--- config.mk ---
export PLATFORM = sky130hd
export DESIGN_NAME = pmp_range_decode
export DESIGN_NICKNAME = d
export VERILOG_FILES = /design/src/rtl/pmpchk_pkg.sv /design/src/rtl/pmp_range_decode.sv
export SDC_FILE = /design/constraint.sdc
export NUM_CORES = 1
export LEC_CHECK = 0
export BUFFER_PORTS_ARGS = -buffer_cell sky130_fd_sc_hd__buf_2
export CAP_MARGIN = 5
export CORE_AREA = 2 2 65 82
export DETAILED_ROUTE_END_ITERATION = 7
export DIE_AREA = 0 0 67 84
export PLACE_DENSITY = 0.85
export SYNTH_ARGS = -nofsm -noshare
export SYNTH_HDL_FRONTEND = slang
export SYNTH_SLANG_ARGS = --single-unit
--- constraint.sdc ---
create_clock -name vclk -period 2.4
set_clock_uncertainty 0.05 [all_clocks]
set_input_delay 0.12 -clock vclk [all_inputs]
set_output_delay 0.12 -clock vclk [all_outputs]
set_load 0.01 [all_outputs]
--- src/rtl/pmpchk_pkg.sv ---
`timescale 1ns/1ps
package pmpchk_pkg;

    // Address-matching mode held in configuration bits [4:3].
    typedef enum logic [1:0] {
        AM_OFF   = 2'd0,
        AM_TOR   = 2'd1,
        AM_NA4   = 2'd2,
        AM_NAPOT = 2'd3
    } amode_e;

    // Permission bits, read in bit 0.
    typedef struct packed {
        logic x;
        logic w;
        logic r;
    } perm_t;

    localparam int CFG_W  = 5;
    localparam int PERM_W = 3;

    localparam perm_t PERM_ALL  = '{x: 1'b1, w: 1'b1, r: 1'b1};
    localparam perm_t PERM_NONE = '{x: 1'b0, w: 1'b0, r: 1'b0};

    function automatic amode_e cfg_mode(input logic [CFG_W-1:0] c);
        return amode_e'(c[4:3]);
    endfunction

    function automatic perm_t cfg_perm(input logic [CFG_W-1:0] c);
        return perm_t'(c[2:0]);
    endfunction

    // True when every bit asked for is present in the allowed set.
    function automatic logic perm_covers(input perm_t want, input perm_t have);
        return (want & ~have) == PERM_NONE;
    endfunction

endpackage

--- src/rtl/pmp_range_decode.sv ---
`timescale 1ns/1ps
module pmp_range_decode
    import pmpchk_pkg::*;
#(
    parameter int XLEN = 32
) (
    input  amode_e            mode_i,
    input  logic [XLEN-1:0]   addr_i,
    input  logic [XLEN-1:0]   prev_i,
    output logic              valid_o,
    output logic [XLEN+1:0]   start_o,
    output logic [XLEN+1:0]   end_o
);
    localparam int AW = XLEN + 2;

    logic [AW-1:0] this_sh;
    logic [AW-1:0] prev_sh;
    logic [AW-1:0] ones_ext;
    logic [AW-1:0] napot_mask;

    // Appending two ones gives t+2 trailing ones; xor with its increment
    // yields a mask of the low t+3 bits, which is the region size minus 1.
    always_comb begin
        this_sh    = {addr_i, 2'b00};
        prev_sh    = {prev_i, 2'b00};
        ones_ext   = {addr_i, 2'b11};
        napot_mask = ones_ext ^ (ones_ext + AW'(1));
    end

    always_comb begin
        valid_o = 1'b1;
        start_o = '0;
        end_o   = '0;
        unique case (mode_i)
            AM_TOR: begin
                start_o = prev_sh;
                end_o   = this_sh - AW'(1);
            end
            AM_NA4: begin
                start_o = this_sh;
                end_o   = this_sh | AW'(3);
            end
            AM_NAPOT: begin
                start_o = ones_ext & ~napot_mask;
                end_o   = ones_ext | napot_mask;
            end
            default: begin
                valid_o = 1'b0;
            end
        endcase
    end

endmodule

== Yosys cells after proc, flatten, opt, wreduce, memory -nomap -nowiden ==
Cells that the tools add are included.

* Memories: 0
* Input bits: 66
* Word-level logic and storage cells: 13
* RAM bits: 0
* Bits in registers: 0
* Output and inout bits: 69
* Memory bits (read-only): 0
* Bits in latches: 0

* Reduce and logical (&&, ||, !) cells: 1
* Mux-type cells: 3
* Bitwise gates (word level): 4
* Equality and inequality tests: 3
* Add/sub/neg operators: 2
* Multipliers: 0
* Order comparisons: 0
* Shift-type cells: 0
* Divide/modulo/power cells: 0

{| class="wikitable"
|+ Operator list
! kind !! number
|-
| one-hot mux 34 bit (3 select lines) || 2
|-
| adder 34 x 1 -> 34 bit, second input constant || 1
|-
| bitwise AND 34 bit || 1
|-
| NOT 34 bit || 1
|-
| bitwise OR 34 bit || 1
|-
| subtractor 34 x 1 -> 34 bit, second input constant || 1
|-
| XOR 34 bit || 1
|-
| equality test 2 bit, second input constant || 2
|-
| OR reduction 3 bit || 1
|-
| equality test 2 x 1 -> 1 bit, second input constant || 1
|-
| 2-to-1 mux 1 bit || 1
|}

== Depth between registers and ports, before layout ==
* Depth after elaboration: 5
* Depth in mapped cells: 8
* Mapped depth without buffers: 7

== Least setup slack after synthesis ==
Ideal clock, no wire load.

* Path type: input port to output port
* Start: input addr_i[0]
* End: output end_o[28]
* Data required time: 2230 ps
* Buffers on the path: 1
* Arrival: 2164 ps
* Slack: 66 ps
* Cell stages on the path: 7
* Cells stage by stage: inv_1 ha_1 or4b_1 or3_1 buf_6 or4_4 o311ai_2

* Longest elaborated chain between the ends: 4
* Elaborated cells on any way between the ends: 5
* Classes of those cells: add/sub: 2; mux: 1; bitwise: 2

{| class="wikitable"
|+ RTL lines
! item !! RTL line !! RTL
|-
| from (decl) || pmp_range_decode.sv:8 || <nowiki>input logic [XLEN-1:0] addr_i,</nowiki>
|-
| adder 34 x 1 -> 34 bit || pmp_range_decode.sv:27 || <nowiki>napot_mask = ones_ext ^ (ones_ext + AW'(1));</nowiki>
|-
| XOR 34 bit || pmp_range_decode.sv:27 ||
|-
| bitwise OR 34 bit || pmp_range_decode.sv:45 || <nowiki>end_o = ones_ext | napot_mask;</nowiki>
|-
| one-hot mux 34 bit (3 select lines) (*) || pmp_range_decode.sv:34 || <nowiki>unique case (mode_i)</nowiki>
|-
| to (decl) || pmp_range_decode.sv:12 || <nowiki>output logic [XLEN+1:0] end_o</nowiki>
|}

Mark *: on every way between the ends. The rest lies on a longest branch, timed or not.

== Worst setup path after layout ==
* Start: input addr_i[1]
* End: output end_o[28]

The elaborated chain is that of the path after synthesis.

==> impl_metrics.ini <==
[sta]
max_slew_margin_pct = 62.7
tightest_slew_ns = 0.554
setup_viol_count_final = 0
period_needed_ns = 2.36
fin_setup_tns_ns = 0
finalHoldViolations = 0
rsz0062_at_grt = no
timing.fmax_mhz = 424
slew_violations = 0
period_share_pct = 98.3
fin_ws_ns = 0.0406

[placement]
dp_hpwl_um = 6290
gp_congestion = 0.940
dp_slack_ns = -0.148
portBuffers = 133
place_area_mm2 = 0.00289

[logic_synthesis]
synth_top_area_share_pct = 10.0
netlist_area_mm2 = 0.00210
ys_seq_area_share_pct = 0
syn_inst = 349
synthDistinctLibCells = 48
ys.warnings.count = 0
yosys-top-cells-area = a32o_1 10%, o21ai_0 6.7%, clkbuf_1 6.6%
synthTopCellsByCount = 37 x clkbuf_1, 37 x nand2_1, 28 x o21ai_0
synth.largest_area_cell = a32o_1
synth_area_per_cell_um2 = 6.02

[detailed_routing]
viasPerCell = 6.44
drtAntennaViolNets = 0
drtPass1Iterations = 5
vias = 3419
wl_um = 8190
drc_errors = 0
first_iter_violations = 220
routedWlPerCell_um = 15.4

[worst_setup_path]
cp.arrival_ns = 2.19
crit_required_ns = 2.23
cp_max_fo = 3
path_depth = 8
path_cells = buf_6 > inv_2 > ha_4 > or4b_4 > or3_4 > or4_4 > o311ai_2 > buf_2
critical_path.slowest_cell = or4b_4
worst_setup_path_start_kind = input pin
max_stage_delay_ns = 0.47
critPathKind = input pin to primary output
cp-end-kind = primary output
cp_num_buf_inv = 3
crit_family = simple AND/OR/NAND/NOR gates

[status]
status = finished clean

[grt]
grt_busiest_layer = met2
met1_usage_pct = 32.0
grt.overflow.total = 0
grt_max_degree = 35
antenna_found_initial = 0
grt_pass1_vias = 2899
grt_use_total_pct = 26.8
grt_use_met2_pct = 49.8
grt_pass1_wl_um = 12600
grt.met3_usage_pct = 1.89

[layout]
drive_above_1_share_pct = 38.6
final_net_count = 541
clock_buffers = 0
register_area_um2 = 0
fin_util_pct = 60.0
seq_cells = 0
area_growth_pct = 40.9
final_cell_area_mm2 = 0.00296
n_antenna_cell = 0

[pwr]
p_per_area_mw_per_mm2 = 159
p_total_w = 0.000470
p_leak_nw = 1.29
peakVddDrop_uv = 82.2

[floorplan]
die-area_mm2 = 0.00563
rows = 29
die_h_um = 84
start_util_pct = 42.6
coreArea_mm2 = 0.00493
fp.dieW_um = 67
pin_count = 135

[hold_path]
whs_endpoint = start_o[10]
hp-class = input pin to primary output
hp-start = prev_i[8]
worstHoldPathCells = 4

[run]
drv_cap = 0
## worst max-delay path by stage
stage                          from   endpoint  slack (ns)
after global placement    addr_i[0]  end_o[28]       -0.01
after global routing      addr_i[1]  end_o[28]       0.008
after CTS                 addr_i[0]  end_o[28]        0.01
after detailed placement  addr_i[0]  end_o[20]       -0.15
final                     addr_i[1]  end_o[28]        0.04
after floorplan           addr_i[0]  end_o[28]        0.07
## what timing repair did
action,4_1_cts,5_1_grt
resized for setup,4,9
pin swaps,1,5
hold buffers,0,0
endpoints found under the setup margin,6,7
buffers inserted,0,1
## logic make-up (layout without fill, tap and decap cells)
| kind of cell | Yosys count | in the layout | synth area share [%] |
|---|---|---|---|
| multiplexers | 5 | 5 | 2.38 |
| buffers and inverters | 59 | 178 | 12.0 |
| AND/OR/NAND/NOR | 170 | 170 | 44.4 |
| adder cells (fa/ha/maj) | 4 | 4 | 2.38 |
| AO/OA/AOI/OAI | 110 | 110 | 38.7 |
| other | 1 | 2 | 0.179 |
## power breakdown
| part | internal [W] | total (W) | switching (W) | leakage [nW] |
|---|---|---|---|---|
| Sequential | 0 | 0 | 0 | 0 |
| Clock | 0 | 0 | 0 | 0 |
| Combinational | 0.000202 | 0.000470 | 0.000268 | 1.29 |
| Total | 0.000202 | 0.000470 | 0.000268 | 1.29 |
## metal layers
layer | vias up | share of wire (%)
li1 | 1620 | -
met1 | 1584 | 39
met2 | 190 | 51
met3 | 25 | 7.9
met4 | 0 | 2.2
met5 | - | 0
## tightest hold or removal path, delay by kind of cell
| family | cells | cell delay, ns |
|---|---|---|
| compound gates | 1 | 0.05 |
| buf+inv | 2 | 0.19 |
| simple gates | 1 | 0.03 |
## cell usage in the layout, fill, tap and decap left out, drive strengths merged, types with 2 or more instances in the layout
cell,count
nor2,21
nor4,15
or4,7
nand4,19
o211ai,2
nand3,19
nand2,37
mux2i,5
a2bb2oi,5
ha,4
buf,168
a41oi,4
and3,8
a22o,5
o21ai,28
o311ai,5
o2bb2ai,2
o32a,4
a22oi,2
nand2b,3
and4,9
and2,3
a32o,21
a21oi,16
inv,10
o22a,4
a31oi,6
a311oi,2
conb,2
or3,7
nor3,16
## per-stage QoR
stage	instances	hold WS [ns]
2_1_floorplan	350	0.320
3_3_place_gp	530	0.476
3_5_place_dp	530	0.473
4_1_cts	530	0.477
5_1_grt	531	0.487
6_report	531	0.473
## cell type report
class	count	area [µm²]
Timing Repair Buffer	168	941
Fill cell	473	1970
Multi-Input combinational cell	291	1900
Tap cell	62	77.6
Inverter	10	37.5
(Power assumes the default switching activity.)
